<file path="src/rtl/frac_div_pkg.sv">
`timescale 1ns/1ps
package frac_div_pkg;
  typedef enum logic {OUT_CLOCK = 1'b0, OUT_PULSE = 1'b1} out_mode_e;
endpackage

</file>
<file path="src/rtl/frac_div_rst_sync.sv">
`timescale 1ns/1ps
module frac_div_rst_sync (
  input  logic clk,
  input  logic rst_n_in,
  output logic rst_n_out
);
  logic meta_q, sync_q;

  always_ff @(posedge clk or negedge rst_n_in) begin
    if (!rst_n_in) begin
      meta_q <= 1'b0;
      sync_q <= 1'b0;
    end else begin
      meta_q <= 1'b1;
      sync_q <= meta_q;
    end
  end

  assign rst_n_out = sync_q;
endmodule

</file>
<file path="src/rtl/frac_div_err_acc.sv">
`timescale 1ns/1ps
module frac_div_err_acc #(
  parameter int FRAC_W = 6
) (
  input  logic              clk,
  input  logic              rst_n,
  input  logic              clr,
  input  logic              step,
  input  logic [FRAC_W-1:0] num,
  input  logic [FRAC_W-1:0] den,
  output logic              long_o
);
  localparam int EW = FRAC_W + 1;

  logic signed [EW-1:0] err_q, err_d;
  logic signed [EW-1:0] num_s, den_s;

  assign num_s  = $signed({1'b0, num});
  assign den_s  = $signed({1'b0, den});
  assign long_o = err_q[EW-1];

  always_comb begin
    err_d = err_q;
    if (clr)
      err_d = '0;
    else if (step) begin
      if (long_o) err_d = err_q + den_s - num_s;
      else        err_d = err_q - num_s;
    end
  end

  always_ff @(posedge clk or negedge rst_n) begin
    if (!rst_n) err_q <= '0;
    else        err_q <= err_d;
  end

  // error term bounded by -N .. D-N-1
  p_err_range_r5: assert property (@(posedge clk) disable iff (!rst_n)
    (num < den) |-> ((err_q >= -num_s) && (err_q <= den_s - num_s - 1)));

  // with N = 0 the error term never leaves zero
  p_zero_num_r2: assert property (@(posedge clk) disable iff (!rst_n)
    (num == '0) && $stable(num) |=> (err_q == '0) || $changed(num));
endmodule

</file>
<file path="src/rtl/frac_div_period_cnt.sv">
`timescale 1ns/1ps
module frac_div_period_cnt #(
  parameter int PERIOD_W = 12
) (
  input  logic                clk,
  input  logic                rst_n,
  input  logic                en,
  input  logic [PERIOD_W-1:0] per_int,
  input  logic                long_i,
  output logic                fire_o
);
  logic                run_q, run_d;
  logic [PERIOD_W-1:0] cnt_q, cnt_d;

  assign fire_o = en & (~run_q | (cnt_q == '0));

  always_comb begin
    run_d = run_q;
    cnt_d = cnt_q;
    if (!en) begin
      run_d = 1'b0;
      cnt_d = '0;
    end else if (fire_o) begin
      run_d = 1'b1;
      cnt_d = long_i ? per_int : per_int - 1'b1;
    end else begin
      cnt_d = cnt_q - 1'b1;
    end
  end

  always_ff @(posedge clk or negedge rst_n) begin
    if (!rst_n) begin
      run_q <= 1'b0;
      cnt_q <= '0;
    end else begin
      run_q <= run_d;
      cnt_q <= cnt_d;
    end
  end

  // the period started by the first edge is the short one
  p_first_short_r3: assert property (@(posedge clk) disable iff (!rst_n)
    (fire_o && !run_q) |-> !long_i);

  // a running count never exceeds the long-period load
  p_cnt_range_r1: assert property (@(posedge clk) disable iff (!rst_n)
    run_q |-> (cnt_q <= per_int));
endmodule

</file>
<file path="src/rtl/frac_div_shaper.sv">
`timescale 1ns/1ps
module frac_div_shaper
  import frac_div_pkg::*;
#(
  parameter int        PERIOD_W = 12,
  parameter out_mode_e OUT_MODE = OUT_CLOCK
) (
  input  logic                clk,
  input  logic                rst_n,
  input  logic                en,
  input  logic                fire,
  input  logic [PERIOD_W-1:0] per_int,
  output logic                out_o
);
  logic out_q, out_d;

  generate
    if (OUT_MODE == OUT_PULSE) begin : g_pulse
      assign out_d = fire;

      // strobe lasts one cycle when periods are at least two cycles
      p_pulse_one_r8: assert property (@(posedge clk) disable iff (!rst_n)
        (out_q && (per_int >= 2) && $stable(per_int)) |=> !out_q);
    end else begin : g_clock
      localparam int PW = PERIOD_W;
      logic [PW-1:0] half;
      logic [PW-1:0] ph_q, ph_d;

      assign half = per_int >> 1;

      always_comb begin
        ph_d = ph_q;
        if (!en)        ph_d = '0;
        else if (fire)  ph_d = '0;
        else if (out_q) ph_d = ph_q + 1'b1;
      end

      assign out_d = fire | (en & out_q & ((ph_q + 1'b1) < half));

      always_ff @(posedge clk or negedge rst_n) begin
        if (!rst_n) ph_q <= '0;
        else        ph_q <= ph_d;
      end

      // high phase never runs past I/2 cycles
      p_high_len_r7: assert property (@(posedge clk) disable iff (!rst_n)
        (out_q && $stable(per_int)) |-> (ph_q < half));
    end
  endgenerate

  always_ff @(posedge clk or negedge rst_n) begin
    if (!rst_n) out_q <= 1'b0;
    else        out_q <= out_d;
  end

  assign out_o = out_q;
endmodule

</file>
<file path="src/rtl/frac_div.sv">
`timescale 1ns/1ps
module frac_div
  import frac_div_pkg::*;
#(
  parameter int        PERIOD_W = 12,
  parameter int        FRAC_W   = 6,
  parameter out_mode_e OUT_MODE = OUT_CLOCK
) (
  input  logic                clk,
  input  logic                rst_n,
  input  logic                en,
  input  logic [PERIOD_W-1:0] per_int,
  input  logic [FRAC_W-1:0]   frac_num,
  input  logic [FRAC_W-1:0]   frac_den,
  output logic                div_out
);
  logic rst_n_s;
  logic fire;
  logic long_sel;

  frac_div_rst_sync u_rst (
    .clk       (clk),
    .rst_n_in  (rst_n),
    .rst_n_out (rst_n_s)
  );

  frac_div_err_acc #(.FRAC_W(FRAC_W)) u_err (
    .clk    (clk),
    .rst_n  (rst_n_s),
    .clr    (~en),
    .step   (fire),
    .num    (frac_num),
    .den    (frac_den),
    .long_o (long_sel)
  );

  frac_div_period_cnt #(.PERIOD_W(PERIOD_W)) u_cnt (
    .clk     (clk),
    .rst_n   (rst_n_s),
    .en      (en),
    .per_int (per_int),
    .long_i  (long_sel),
    .fire_o  (fire)
  );

  frac_div_shaper #(.PERIOD_W(PERIOD_W), .OUT_MODE(OUT_MODE)) u_shape (
    .clk     (clk),
    .rst_n   (rst_n_s),
    .en      (en),
    .fire    (fire),
    .per_int (per_int),
    .out_o   (div_out)
  );

  // output is low in the cycle after enable is sampled low
  p_idle_low_r6: assert property (@(posedge clk) disable iff (!rst_n_s)
    !en |=> !div_out);

  // raising enable makes the output rise at the next edge
  p_start_r6: assert property (@(posedge clk) disable iff (!rst_n_s)
    (en && !$past(en)) |-> ##0 1'b1 ##1 div_out);

  // output is low whenever the synchronised reset is active
  p_reset_low_r9: assert property (@(posedge clk) !rst_n_s |-> !div_out);
endmodule

</file>
<file path="config.mk">
export PLATFORM = sky130hd
export DESIGN_NAME = frac_div
export DESIGN_NICKNAME = d
export VERILOG_FILES = /design/src/rtl/frac_div_pkg.sv /design/src/rtl/frac_div_rst_sync.sv /design/src/rtl/frac_div_err_acc.sv /design/src/rtl/frac_div_period_cnt.sv /design/src/rtl/frac_div_shaper.sv /design/src/rtl/frac_div.sv
export SDC_FILE = /design/constraint.sdc
export NUM_CORES = 1
export LEC_CHECK = 0
export BUFFER_PORTS_ARGS = -buffer_cell sky130_fd_sc_hd__buf_2
export CAP_MARGIN = 10
export CELL_PAD_IN_SITES_DETAIL_PLACEMENT = 1
export CELL_PAD_IN_SITES_GLOBAL_PLACEMENT = 1
export CORE_AREA = 2 2 87 80
export CTS_BUF_LIST = sky130_fd_sc_hd__clkbuf_4
export CTS_CLUSTER_DIAMETER = 80
export CTS_CLUSTER_SIZE = 8
export DETAILED_ROUTE_END_ITERATION = 8
export DIE_AREA = 0 0 89 82
export GPL_ROUTABILITY_DRIVEN = 0
export PLACE_DENSITY = 0.87
export SLEW_MARGIN = 30
export SYNTH_ARGS = -nofsm -noshare
export SYNTH_HDL_FRONTEND = slang
export SYNTH_SLANG_ARGS = --single-unit
</file>
<file path="constraint.sdc">
create_clock -name clk -period 1.1 [get_ports clk]
set_input_delay 0.33 -clock clk [delete_from_list [all_inputs] [get_ports clk]]
set_output_delay 0.33 -clock clk [all_outputs]
set_load 0.005 [all_outputs]
</file>
==> results of run 1 <==
cells by family after synthesis:
family / after synthesis / synth area share (%)
AO/OA/AOI/OAI: 61 / 14.1
XOR/XNOR: 45 / 13.4
adder cells (fa/ha/maj): 32 / 15.5
buffers and inverters: 56 / 7.47
flip-flops: 35 / 29.9
multiplexers: 3 / 1.02
other: 1 / 0.128
AND/OR/NAND/NOR: 109 / 18.5
timing repair:
action | CTS
setup endpoints to repair | 33
gates resized for setup | 68
buffers inserted | 15
pin swaps | 32
endpoints found under the hold margin | 2
hold buffers | 1
gates cloned | 2
through the flow:
stage | setup WS (ns) | TNS [ns] | instance area [um2] | util [%] | hold slack [ns]
2_1_floorplan | -1.27 | -18.63 | 3110 | - | 0.0344
3_3_place_gp | -1.36 | -21.49 | 3980 | 61.8 | 0.115
3_5_place_dp | -1.54 | -24.71 | 3980 | 61.8 | 0.117
4_1_cts | -1.31 | -22.25 | 4430 | 68.7 | 0.247
Yosys cell counts (all sizes together), types with 5 or more instances:
library cell,instances,share of area (%)
inv,44,5.6
nor2,40,5.2
dfrtp,35,30
ha,25,11
nand2,25,3.2
xor2,23,6.9
xnor2,22,6.6
o21ai,16,2.7
nand3,11,1.9
a211oi,9,2.3
a21oi,9,1.5
clkbuf,9,1.2
fa,7,4.8
a21o,6,1.5
nand4,6,1.3
nor3,6,1.0
nor4,5,1.8
layer usage:
layer	GRT overflow	track usage (%)
met5	0	6.06
met1	1	70.0
met3	0	59.3
met2	15	92.0
met4	16	78.5
==> metrics.md, run 1 <==
| Metric | Value |
|---|---|
| CTS Sinks | `35` |
| HPWL Detailed | `about 8400 um` |
| Yosys reg bits | `35` |
| Synth warnings | `0` |
| Initial antenna violation count | `1` |
| Last flow stage reached | `5_1_grt` |
| Ys async rst share | `100%` |
| Largest net degree at the start of global routing | `34` |
| Clock Path Buffers | `2` |
| Worst-path end type | `sequential cell input` |
| Sequential share of the synthesized area | `29.9%` |
| Yosys cell types | `50` |
| Die X-Extent | `89 um` |
| # H-tree levels | `2` |
| I/O Buffers | `27` |
| Cells after DPL | `around 540` |
| Post-synth EDFFs | `0` |
| Global route total overflow | `32` |
| Mapped Nets | `401` |
| Die Y-Extent | `82 um` |
| Syn Std Cell Area | `2930 um2` |
| Cts bufs inserted | `5` |
| Status | `did not finish` |
| Starting Density | `45.5%` |
| Stop err | `[ERROR GRT-0232] Routing congestion too high. Check the congestion heatmap in the GUI.` |
| Post-Synthesis Cells | `between 300 and 400` |
| Top-level I/O count | `28` |
| Syn_area_per_cell | `8.57 um2` |
| Synth Flop Type | `dfrtp_1` |
| GR repair worst EP | `u_err.err_q[6]$_DFFE_PN0P_/D` |
| GR Util All Layers | `73.4%` |
| Placement Rows | `28` |
| Clock root buffer | `clkbuf_4` |
==> inputs of run 2 (changes only) <==
- CELL_PAD_IN_SITES_DETAIL_PLACEMENT: 1 -> unset
- CELL_PAD_IN_SITES_GLOBAL_PLACEMENT: 1 -> unset
- CORE_AREA: 2 2 87 80 -> 2 2 95 97
- CTS_BUF_LIST: sky130_fd_sc_hd__clkbuf_4 -> unset
- CTS_CLUSTER_DIAMETER: 80 -> unset
- CTS_CLUSTER_SIZE: 8 -> unset
- DIE_AREA: 0 0 89 82 -> 0 0 97 99
- PLACE_DENSITY: 0.87 -> unset
- PLACE_DENSITY_LB_ADDON: unset -> 0.15
==> metrics.md, run 2 <==
| Metric | Value |
|---|---|
| Status | `complete, but fails checks` |
| Failing checks | `negative setup slack` |
| Residual DRC | `0` |
| Hold Path Class | `reg2async` |
| Met2 Track Usage GR | `~28%` |
| Util after Layout | `53.4%` |
| Vias/cell | `4.75` |
| Crit share post-route | `212%` |
| Yosys reg bits | `35 (unchanged)` |
| Fin. Hold Viols | `0` |
| CTS tree | `built` |
| Routed Antenna Nets | `0` |
| Top post-synthesis cells by area | `dfrtp_1 30%, ha_1 11%, xor2_1 6.9%` |
| Cells after DPL | `558 (+4.1%)` |
| GR Util All Layers | `16.6%` |
| Sequential share of the synthesized area | `29.9% (unchanged)` |
| DR iter-0 viols | `slightly above 90` |
| Syn Std Cell Area | `2930 um2 (unchanged)` |
| Starting Density | `34.3% (-11 points)` |
| Fmax | `between 400 and 500 MHz` |
| Biggest regs | `u_cnt.cnt_q: 12 flops, u_shape.g_clock.ph_q: 12 flops, u_err.err_q: 7 flops` |
| Reg-to-reg critical path endpoint | `u_err.err_q[6]` |
| Syn_area_per_cell | `8.57 um2 (unchanged)` |
| Initial antenna violation count | `0` |
| Die Area | `roughly 9600 um2` |
| Worst vdd ir | `0.703 mV` |
| Post-synthesis adder-cell area fraction | `15.5% (unchanged)` |
| Most common cell after layout, fill and taps aside | `buf_4` |
| Post-Synth Simple-Gate Area | `18.5% (unchanged)` |
| I/O Buffers | `27 (unchanged)` |
| Startpoint types | `flop` |
| Wire length per cell | `between 10 and 15 um` |
| Reg2Reg Setup Slack | `-1.24 ns` |
| Synth Flop Type | `dfrtp_1` |
| Crit-path max FO | `2` |
| Tmin final | `2.34 ns` |
| Reg clk slew, reported paths | `0.07 ns` |
| Initial DRT Pass Iterations | `4` |
| Met1 Use GR | `around 22%` |
| Clock root buffer | `clkbuf_8` |
| Antenna fix cells | `0` |
| Fin Clk Skew | `0.00448 ns` |
| HPWL Detailed | `5540 um (-34%)` |
| Commonest non-fill, non-tap cells in the layout | `94 x buf_4, 41 x inv_1, 33 x dfrtp_1` |
| XOR/XNOR Fraction of Synth Area | `13.4% (unchanged)` |
| Cell taking the most area after synthesis | `dfrtp_1` |
| R2r worst-path depth | `9` |
| Unrepaired setup endpoints after global routing | `yes` |
| Global route total overflow | `0` |
| RR Startpoint | `u_err.err_q[1]` |
| Hold Slack | `0.232 ns` |
| Placement Rows | `34 (+21%)` |
| Total length of routed wires | `7670 um` |
| NumNets Final | `533` |
| Largest family of logic cells by synthesized area | `simple AND/OR/NAND/NOR gates` |
| Ys async rst share | `100% (unchanged)` |
| Total design power | `around 5.7 mW` |
| Area grow syn2layout | `55.9%` |
| Setup-failing EPs final | `33` |
| Worst path required time | `1.29 ns` |
| # fillers | `795` |
| Mapped Nets | `401 (unchanged)` |
| Share of layout cells above drive strength 1 | `about 43%` |
| Cts bufs inserted | `5 (unchanged)` |
| Pins Over Slew Limit | `0` |
| Post-synthesis compound-gate area fraction | `14.1% (unchanged)` |
| Synth warnings | `0 (unchanged)` |
| Clock latency at the later pin of the worst-skew pair | `0.29 ns` |
| Fin cells | `583` |
| Setup TNS | `-19.67 ns` |
| First-pass GRT wire length | `13,000 um` |
| Yosys cell types | `50 (unchanged)` |
| Core ar. | `about 8600 um2` |
| Critical Path AT | `around 2.5 ns` |
| Count leader, synth | `inv_1` |
| Crit path capture type | `flop` |
| Post-synth EDFFs | `0 (unchanged)` |
| Commonest cells in the netlist | `44 x inv_1, 39 x nor2_1, 35 x dfrtp_1` |
| Clock Path Buffers | `2 (unchanged)` |
| Die Y-Extent | `99 um (+21%)` |
| Busiest layer in global routing | `met2` |
| Power per Cell Area | `1250 nW/um2` |
| Post-Synthesis Cells | `342 (unchanged)` |
| Maximum capacitance violations | `0` |
| Crit Path Class | `reg2reg` |
| Static Leak | `between 2 and 2.5 nW` |
| Top-level I/O count | `28 (unchanged)` |
| Post-synthesis mux area share | `1.02% (unchanged)` |
| GR Util met3 | `between 2 and 3%` |
| Die X-Extent | `97 um (+9.0%)` |
| Min setup slack post-route | `-1.24 ns` |
| CTS Sinks | `35 (unchanged)` |
| Largest net degree at the start of global routing | `34` |
| # H-tree levels | `2 (unchanged)` |
| Vias in the first global route | `approximately 2,800` |
| Vias after detailed routing | `2,770` |
| Top cell type's share of synthesized area | `29.9% (unchanged)` |
==> run 2: cell counts after synthesis <==
No cell type changed its count.
==> run 2: kinds of logic (layout without fill, tap and decap cells) <==
kind of cell             count (synthesis)  in the layout
AND/OR/NAND/NOR                        109            110
AO/OA/AOI/OAI                           61             61
buffers and inverters                   56            188
XOR/XNOR                                45             45
flip-flops                              35             35
adder cells (fa/ha/maj)                 32             32
multiplexers                             3              3
other                                    1              1
==> run 2: stage by stage <==
step / area, um2 / worst slack, ns
floorplan: 3110 / -1.27
global placement: 4020 / -1.38
detailed placement: 4020 / -1.40
CTS: 4390 / -1.25
global route: 4570 / -1.36
finish: 4570 / -1.24
==> run 2: metal layers <==
layer,part of all wire (%),wire [um]
met5,0,0
met4,0.76,58
met3,2.7,205
met2,48,3660
met1,49,3750
==> run 2: cell type report <==
class | instances | area, um2 | area share [%]
clock buffer | 7 | 76.3 | 1.67
timing repair buffer | 136 | 1080 | 23.6
clock inverter | 1 | 5.00 | 0.110
sequential | 35 | 878 | 19.2
tap | 108 | 135 | 2.96
inverter | 44 | 183 | 4.00
multi-input combinational | 252 | 2210 | 48.4
==> run 2: what timing repair did <==
action	CTS	global route
cloned	1	1
hold endpoints to repair	2	0
setup endpoints to repair	33	33
buffers inserted	9	6
pin swaps	17	11
gates resized for setup	42	22
hold buffers	1	0
==> run 2: how the worst max path moves through the flow <==
| stage | start | end | slack (ns) | depth (start not counted) |
|---|---|---|---|---|
| after floorplan | u_err.err_q[1] | u_err.err_q[6] | -1.27 | 9 |
| after global placement | frac_num[1] | u_err.err_q[6] | -1.38 | 9 |
| after detailed placement | frac_num[1] | u_err.err_q[6] | -1.40 | 9 |
| after CTS | u_err.err_q[1] | u_err.err_q[6] | -1.25 | 9 |
| after global routing | u_err.err_q[1] | u_err.err_q[6] | -1.36 | 9 |
| final | u_err.err_q[1] | u_err.err_q[6] | -1.24 | 9 |
==> run 2: critical path, stage by stage (launching register included) <==
cell	delay, ns
dfrtp_1	0.37
inv_1	0.06
fa_1	0.49
inv_2	0.05
fa_2	0.36
a211oi_2	0.24
nor2_1	0.08
nor4b_2	0.25
o41ai_1	0.11
a31o_2	0.24
==> run 2: power by group <==
| group | switching [mW] | internal (mW) | leakage, nW |
|---|---|---|---|
| logic | 1.53 | 1.74 | 1.74 |
| clock network | 0.471 | 0.445 | 0.0422 |
| registers | 0.107 | 1.44 | 0.458 |
| total | 2.11 | 3.62 | 2.24 |
Power figures use the tool's default switching activity.
